--- config.mk ---
export PLATFORM = sky130hd
export DESIGN_NAME = cfg_trap_ctrl
export DESIGN_NICKNAME = d
export VERILOG_FILES = /design/src/rtl/cfg_trap_pkg.sv /design/src/rtl/trap_decode.sv /design/src/rtl/trap_regs.sv /design/src/rtl/trap_status.sv /design/src/rtl/cfg_trap_ctrl.sv
export SDC_FILE = /design/constraint.sdc
export NUM_CORES = 1
export LEC_CHECK = 0
export BUFFER_PORTS_ARGS = -buffer_cell sky130_fd_sc_hd__buf_2
export CAP_MARGIN = 20
export CORE_MARGIN = 2
export CORE_UTILIZATION = 48
export CTS_BUF_LIST = sky130_fd_sc_hd__clkbuf_16
export DETAILED_ROUTE_END_ITERATION = 8
export GPL_TIMING_DRIVEN = 0
export PLACE_DENSITY = 0.8
export SYNTH_ARGS = -nofsm -noshare
export SYNTH_HDL_FRONTEND = slang
export SYNTH_HIERARCHICAL = 1
export SYNTH_SLANG_ARGS = --single-unit
--- constraint.sdc ---
create_clock -name clk -period 2.85 [get_ports clk]
set_input_delay 0.855 -clock clk [delete_from_list [all_inputs] [get_ports clk]]
set_output_delay 0.855 -clock clk [all_outputs]
set_load 0.005 [all_outputs]
--- src/rtl/cfg_trap_pkg.sv ---
package cfg_trap_pkg;
  localparam int SEL_W       = 3;
  localparam logic [SEL_W-1:0] SEL_TRAP_EN = 3'd0;
  localparam logic [SEL_W-1:0] SEL_BRIDGE  = 3'd1;
  localparam logic [SEL_W-1:0] SEL_SUMMARY = 3'd2;
  localparam logic [SEL_W-1:0] SEL_SOURCE  = 3'd3;
  localparam logic [SEL_W-1:0] SEL_CAPTURE = 3'd4;

  localparam int SUMMARY_BIT = 9;
  localparam int SOURCE_BIT  = 5;

  localparam int FIRST_FUNC = 2;
  localparam int LAST_FUNC  = 5;

  localparam logic [7:0] TRAP_WMASK   = 8'h3C;
  localparam logic [7:0] BRIDGE_WMASK = 8'h33;
  localparam logic [7:0] BRIDGE_FIXED = 8'h08;
  localparam logic [7:0] BRIDGE_RESET = 8'h39;

  localparam int CTL_INTA  = 0;
  localparam int CTL_SERR  = 1;
  localparam int CTL_SUBDC = 4;

  function automatic logic func_trapped(input logic [2:0] fn, input logic [7:0] en);
    return (int'(fn) >= FIRST_FUNC) && (int'(fn) <= LAST_FUNC) && en[fn];
  endfunction

  function automatic logic [15:0] pack_capture(input logic [7:0] ofs, input logic wr,
                                               input logic [2:0] fn);
    return {ofs, 4'b0000, wr, fn};
  endfunction
endpackage

--- src/rtl/trap_decode.sv ---
module trap_decode
  import cfg_trap_pkg::*;
(
  input  logic       req_valid,
  input  logic [2:0] req_func,
  input  logic       req_write,
  input  logic [7:0] trap_en,
  output logic       trap_hit,
  output logic       fwd_ok
);
  always_comb begin
    trap_hit = req_valid && func_trapped(req_func, trap_en);
    fwd_ok   = req_valid && !(trap_hit && req_write);
  end
endmodule

--- src/rtl/trap_regs.sv ---
module trap_regs
  import cfg_trap_pkg::*;
(
  input  logic             clk,
  input  logic             rst_n,
  input  logic             reg_wr,
  input  logic [SEL_W-1:0] reg_sel,
  input  logic [7:0]       wbyte,
  output logic [7:0]       trap_en,
  output logic [7:0]       bridge_ctl
);
  logic [7:0] trap_q;
  logic [7:0] bridge_q;

  always_ff @(posedge clk) begin
    if (!rst_n) begin
      trap_q   <= 8'h00;
      bridge_q <= BRIDGE_RESET & BRIDGE_WMASK;
    end else if (reg_wr) begin
      if (reg_sel == SEL_TRAP_EN) trap_q   <= wbyte & TRAP_WMASK;
      if (reg_sel == SEL_BRIDGE)  bridge_q <= wbyte & BRIDGE_WMASK;
    end
  end

  assign trap_en    = trap_q;
  assign bridge_ctl = bridge_q | BRIDGE_FIXED;
endmodule

--- src/rtl/trap_status.sv ---
module trap_status
  import cfg_trap_pkg::*;
#(
  parameter int OFS_W = 8
) (
  input  logic             clk,
  input  logic             rst_n,
  input  logic             trap_hit,
  input  logic [2:0]       req_func,
  input  logic [OFS_W-1:0] req_offset,
  input  logic             req_write,
  input  logic             clr_summary,
  input  logic             clr_source,
  output logic             summary_flag,
  output logic             source_flag,
  output logic             pending,
  output logic             smi,
  output logic [15:0]      capture
);
  logic        sum_q, src_q, smi_q;
  logic [15:0] cap_q;

  assign pending = sum_q | src_q;

  always_ff @(posedge clk) begin
    if (!rst_n) begin
      sum_q <= 1'b0;
      src_q <= 1'b0;
      smi_q <= 1'b0;
      cap_q <= '0;
    end else begin
      sum_q <= trap_hit | (sum_q & ~clr_summary);
      src_q <= trap_hit | (src_q & ~clr_source);
      smi_q <= pending;
      if (trap_hit && !pending)
        cap_q <= pack_capture(req_offset[7:0], req_write, req_func);
    end
  end

  assign summary_flag = sum_q;
  assign source_flag  = src_q;
  assign smi          = smi_q;
  assign capture      = cap_q;
endmodule

--- src/rtl/cfg_trap_ctrl.sv ---
module cfg_trap_ctrl
  import cfg_trap_pkg::*;
#(
  parameter int OFS_W  = 8,
  parameter int DATA_W = 16,
  parameter int REQ_DW = 8
) (
  input  logic              clk,
  input  logic              rst_n,
  input  logic              req_valid,
  input  logic [2:0]        req_func,
  input  logic [OFS_W-1:0]  req_offset,
  input  logic              req_write,
  input  logic [REQ_DW-1:0] req_wdata,
  input  logic [SEL_W-1:0]  reg_sel,
  input  logic              reg_wr,
  input  logic [DATA_W-1:0] reg_wdata,
  output logic [DATA_W-1:0] reg_rdata,
  input  logic              perr_in,
  input  logic              inta_cycle,
  input  logic              subdec_in,
  output logic              fwd_ok,
  output logic              trap_hit,
  output logic              smi,
  output logic              serr_out,
  output logic              inta_claim,
  output logic              subdec_fwd
);
  logic [7:0]  trap_en;
  logic [7:0]  bridge_ctl;
  logic        summary_flag, source_flag, pending;
  logic [15:0] capture;
  logic        clr_summary, clr_source;
  logic        unused_bits;

  assign unused_bits = ^{req_wdata, reg_wdata[DATA_W-1:8]};

  assign clr_summary = reg_wr && (reg_sel == SEL_SUMMARY) && reg_wdata[SUMMARY_BIT];
  assign clr_source  = reg_wr && (reg_sel == SEL_SOURCE)  && reg_wdata[SOURCE_BIT];

  trap_decode u_dec (
    .req_valid (req_valid),
    .req_func  (req_func),
    .req_write (req_write),
    .trap_en   (trap_en),
    .trap_hit  (trap_hit),
    .fwd_ok    (fwd_ok)
  );

  trap_regs u_regs (
    .clk        (clk),
    .rst_n      (rst_n),
    .reg_wr     (reg_wr),
    .reg_sel    (reg_sel),
    .wbyte      (reg_wdata[7:0]),
    .trap_en    (trap_en),
    .bridge_ctl (bridge_ctl)
  );

  trap_status #(.OFS_W(OFS_W)) u_stat (
    .clk          (clk),
    .rst_n        (rst_n),
    .trap_hit     (trap_hit),
    .req_func     (req_func),
    .req_offset   (req_offset),
    .req_write    (req_write),
    .clr_summary  (clr_summary),
    .clr_source   (clr_source),
    .summary_flag (summary_flag),
    .source_flag  (source_flag),
    .pending      (pending),
    .smi          (smi),
    .capture      (capture)
  );

  assign serr_out   = perr_in    & bridge_ctl[CTL_SERR];
  assign inta_claim = inta_cycle & bridge_ctl[CTL_INTA];
  assign subdec_fwd = subdec_in  & bridge_ctl[CTL_SUBDC];

  always_comb begin
    reg_rdata = '0;
    case (reg_sel)
      SEL_TRAP_EN: reg_rdata[7:0] = trap_en;
      SEL_BRIDGE:  reg_rdata[7:0] = bridge_ctl;
      SEL_SUMMARY: reg_rdata[SUMMARY_BIT] = summary_flag;
      SEL_SOURCE:  reg_rdata[SOURCE_BIT]  = source_flag;
      SEL_CAPTURE: reg_rdata[15:0] = capture;
      default:     reg_rdata = '0;
    endcase
  end
endmodule

# --- Yosys cells after proc, flatten, opt, wreduce, memory -nomap -nowiden ---
# Cells that the tools add are included.
totals:
  wordCells: 45
  register_bits: 23
  in_bits: 46
  output_inout_bits: 22
op_classes:
  n_reduce_logical: 15
  order_cmp: 3
  eq_ne: 4
  mux: 7
  bitwise_logic: 10
op_table:
  columns: ["operator", "count"]
  rows:
  - ["$pmux W5 S3", 1]
  - ["$logic_and A1 B1 Y1", 10]
  - ["$eq A3 B2 Y1 const B", 2]
  - ["$mux W6", 1]
  - ["$and A1 B1 Y1", 5]
  - ["$lt A3 B4 Y1 const B", 1]
  - ["$reduce_and A2 Y1", 2]
  - ["$bmux W1 S3", 1]
  - ["$eq A3 B1 Y1 const B", 1]
  - ["$eq A3 B3 Y1 const B", 1]
  - ["$ge A3 B2 Y1 const B", 1]
  - ["$le A3 B3 Y1 const B", 1]
  - ["$logic_not A3 Y1", 1]
  - ["$or A1 B1 Y1", 3]
  - ["$pmux W1 S3", 1]
  - ["$logic_not A1 Y1", 2]
  - ["$mux W1", 2]
  - ["$not A1 Y1", 2]
  - ["$pmux W1 S2", 1]

# --- Depth between registers and ports, before layout ---
depth:
  depth_word: 7
  depth_mapped: 6

# --- By module ---
# The synthesis kept the hierarchy.
by_module_without_submodules:
  columns: ["mod", "area_per_inst_um2", "cells_per_inst", "seq_area_each_um2", "n_inst"]
  rows:
  - ["trap_status", 656.9, 67, 300.3, 1]
  - ["cfg_trap_ctrl", 465.4, 57, 0.0, 1]
  - ["trap_regs", 426.7, 46, 160.2, 1]
  - ["trap_decode", 60.1, 8, 0.0, 1]

# --- Worst setup path after synthesis ---
# No wires, ideal clock.
synth_path:
  path_type: "input to output"
  startpoint: "in req_func[1]"
  endpoint: "out trap_hit"
  cell_stages: 3
  n_path_buf: 0
  arrival_time_ps: 1673
  slack_ps: 322
  cell_sequence: "nand2b_1 > mux4_2 > nor2b_1"
synth_between:
  elab_chain_cells: 4
  elab_cells_between_ends: 7
synth_lines:
  columns: ["item", "line", "source"]
  rows:
  - ["start: declaration", "cfg_trap_ctrl.sv:11", "input logic [2:0] req_func,"]
  - ["$bmux W1 S3 (tied with other cells)", "cfg_trap_pkg.sv:25", "return (int'(fn) >= FIRST_FUNC) && (int'(fn) <= LAST_FUNC) && en[fn];"]
  - ["$mux W1 (implied by the code) or $logic_and A1 B1 Y1 (tied branches)", "cfg_trap_pkg.sv:25", null]
  - ["$logic_and A1 B1 Y1 *", "cfg_trap_pkg.sv:25", null]
  - ["$logic_and A1 B1 Y1 *", "trap_decode.sv:12", "trap_hit = req_valid && func_trapped(req_func, trap_en);"]
  - ["end: declaration", "cfg_trap_ctrl.sv:23", "output logic trap_hit,"]
# Every way passes the cells marked *; elsewhere a longest branch is shown, timed or not. The select of a mux whose other input is x is not followed.

# --- Final worst setup path ---
layout_path:
  startpoint: "in req_func[1]"
  endpoint: "out fwd_ok"
layout_between:
  elab_chain_cells: 7
  elab_cells_between_ends: 10
layout_lines:
  columns: ["item", "line", "source"]
  rows:
  - ["$bmux W1 S3 (tied with other cells)", "cfg_trap_pkg.sv:25", null]
  - ["$mux W1 (implied by the code) or $logic_and A1 B1 Y1 (tied branches)", "cfg_trap_pkg.sv:25", null]
  - ["$logic_and A1 B1 Y1 *", "cfg_trap_pkg.sv:25", null]
  - ["$logic_and A1 B1 Y1 *", "trap_decode.sv:12", null]
  - ["$logic_and A1 B1 Y1 *", "trap_decode.sv:13", "fwd_ok = req_valid && !(trap_hit && req_write);"]
  - ["$logic_not A1 Y1 *", "trap_decode.sv:13", null]
  - ["$logic_and A1 B1 Y1 *", "trap_decode.sv:13", null]
  - ["end: declaration", "cfg_trap_ctrl.sv:22", "output logic fwd_ok,"]
# Marks and branches as above.

==> metrics.csv <==
metric;value;unit
period utilization;0.985;
Worst-path clk slew;0.06;ns
maximum clock path buffer count;2;
Hold Path End;u_stat/capture[11];
WL final;3350;µm
Initial Util;0.490;
CP startpoint;req_func[1];
post-synthesis sequential area ratio;0.286;
TritonCTS clock tree;done;
Final Setup Violations;0;
Slowest-stage cell, CP;mux4_2;
Final Critical Period;2.81;ns
Peak VDD IR;0.237;mV
cell mode on critical path;buf_2;
num ports;68;
reg2reg setup slack;0.93;ns
drt pass-1 iters;4;
vias per cell;4.72;
Max Clk Rate;356;MHz
core area;0.00328;mm²
Hold Violations, Final;0;
drt wl/cell;11.7;µm
Layout area overhead;26.6;%
Post-synth top cells;nand2_1, dfxtp_1, mux2i_1;
Rows;21;
port bufs;50;
post-DP HPWL;2520;µm
Yosys top cell by area;dfxtp_1;
Cell Area, Synth;0.00161;mm²
peak per-stage delay on the critical path;0.51;ns
Die Ht;61.9;µm
Top FF cell, synth;dfxtp_1;
total gr overflow;0;
final core utilization;0.620;
WP data arrival;1.95;ns
number of synthesized flops with an enable pin;0;
Multi-input gate area;981;µm²
synth top area cells;dfxtp_1, mux2i_1, a211oi_2, nand2_1, buf_4;
initial antenna violation count;0;
delay-heaviest family, CP;multiplexers;
initial drt markers;58;
number of CTS-inserted buffers;3;
share of synthesized registers carrying an async set or reset;0;
Static Leakage;0.922;nW
crit-path cells;buf_2 -> nand2b_1 -> mux4_2 -> o21a_1 -> buf_2;
CTS H-tree lvls;1;
worst r2r dst;u_stat/capture[3];
status;complete, no violations;
CP endpoint kind;output port;
Setup crit start kind;primary input;
Worst Path Max Fanout;5;
CP Data Required Time;2.00;ns
Hold WC Path Type;flop to flop;
first-pass GRT wire length;5440;µm
CTS Hold Buffers Added;0;
clock sinks;23;
Buf+Inv Stages, Crit Path;2;
Ys Warns;6;
Final ANT Viol Nets;0;
fraction of layout cells with a size suffix above 1;0.386;
most common cell in the netlist;nand2_1;
Post-Syn Area per Cell;9.04;µm²
Total Routing Usage GR;0.193;
reg2reg start;u_regs/trap_en[3];
die width;61.9;µm
count of cell types in the netlist;32;
Synth top area share;0.286;
cells on worst reg2reg path;6;
max-slew violations;0;
vias in the first global route;1200;
clk_lat worst skew;0.25;ns
number of max-cap violations;0;
Inserted Diodes;0;
final net count;288;
crit path kind;primary input to output port;
die area;0.00383;mm²
DRC;0;
Hold Path Depth;2;
number of synthesized register bits;23;
PwrDens;374;mW/mm²
Vias;1354;
placed insts;283;
Mapped Cells;178;
fill cell total of the finished layout;309;
Worst Skew;0.00171;ns
largest net degree at the start of global routing;13;
Root Buffer;clkbuf_16;
min-delay src;u_stat/capture[11];
register area;460;µm²
Finished Layout Cells;287;
gpl congestion;0.739;
==> timing repair <==
action / 4_1_cts / 5_1_grt
gates resized for setup: 1 / 1
buffers inserted: 0 / 0
gates cloned: 0 / 0
setup endpoints to repair: 1 / 1
==> routing by layer <==
| layer | track usage | vias up | part of all wire |
|---|---|---|---|
| met5 | 0 | - | 0 |
| met4 | 0.0729 | 0 | 0.014 |
| met3 | 0.0373 | 4 | 0.027 |
| met2 | 0.308 | 24 | 0.47 |
| met1 | 0.257 | 627 | 0.49 |
| li1 | - | 699 | - |
==> registers in the layout, indices dropped and copies added (netlist names) <==
| register | cells |
|---|---|
| u_stat/summary_flag | 1 |
| u_stat/source_flag | 1 |
| u_regs/bridge_q | 4 |
| u_stat/capture | 12 |
| u_regs/trap_en | 4 |
| u_stat/smi | 1 |
==> worst max-delay path by stage <==
stage / to / slack (ns) / cells after the start
6_report: fwd_ok / 0.04 / 5
5_1_grt: trap_hit / -0.005 / 5
4_1_cts: trap_hit / 0.003 / 5
3_5_place_dp: trap_hit / -0.10 / 5
3_3_place_gp: trap_hit / -0.04 / 5
2_1_floorplan: trap_hit / 0.32 / 3
==> layout make-up <==
class / instances / share of cell area
sequential: 23 / 0.226
timing repair buffer: 50 / 0.123
clock buffer: 3 / 0.0369
multi-input combinational: 140 / 0.482
inverter: 1 / 0.00184
clock inverter: 1 / 0.00184
tap: 46 / 0.0283
buffer: 23 / 0.101
==> power breakdown <==
part | switching (mW) | internal (mW) | total [mW]
sequential | 0.00268 | 0.325 | 0.328
clock | 0.110 | 0.187 | 0.297
combinational | 0.0640 | 0.0726 | 0.137
==> cells by family after synthesis <==
group                  count (synthesis)  synth area share
AND/OR/NAND/NOR                       86             0.304
multiplexers                          22             0.145
AO/OA/AOI/OAI                         20             0.128
other                                  3           0.00700
flip-flops                            23             0.286
buffers and inverters                 24             0.130
==> worst min-delay path, delay by kind of cell, from the launching register on <==
family | cells | cell delay (ns)
and+or+nand+nor | 1 | 0.05
muxes | 1 | 0.05
DFF | 1 | 0.30
==> metrics by stage <==
step | power, mW | TNS [ns] | hold slack (ns) | setup WS [ns] | instance area [µm²]
finish | 0.762 | 0 | 0.450 | 0.0431 | 2040
global route | 0.798 | -0.00505 | 0.473 | -0.00505 | 2040
floorplan | 0.423 | 0 | 0.430 | 0.322 | 1640
detailed placement | 0.470 | -0.103 | 0.445 | -0.103 | 1950
global placement | 0.469 | -0.0393 | 0.437 | -0.0393 | 1950
CTS | 0.765 | 0 | 0.453 | 0.00313 | 2030
==> placed cells by master, fill, tap and decap left out, types with 2 or more instances in the layout <==
cell type and n:
buf_2 52, nand2_1 37, dfxtp_1 23, mux2i_1 21, buf_4 14, a211oi_2 12, conb_1 12, and2_1 11
nand2b_1 10, nor2b_1 9, and2b_1 8, clkbuf_16 3, o21a_1 3, buf_6 2, a211oi_1 2, nand3b_1 2
inv_1 2, clkbuf_8 2
Note: power is estimated with default switching activity, not from simulation.
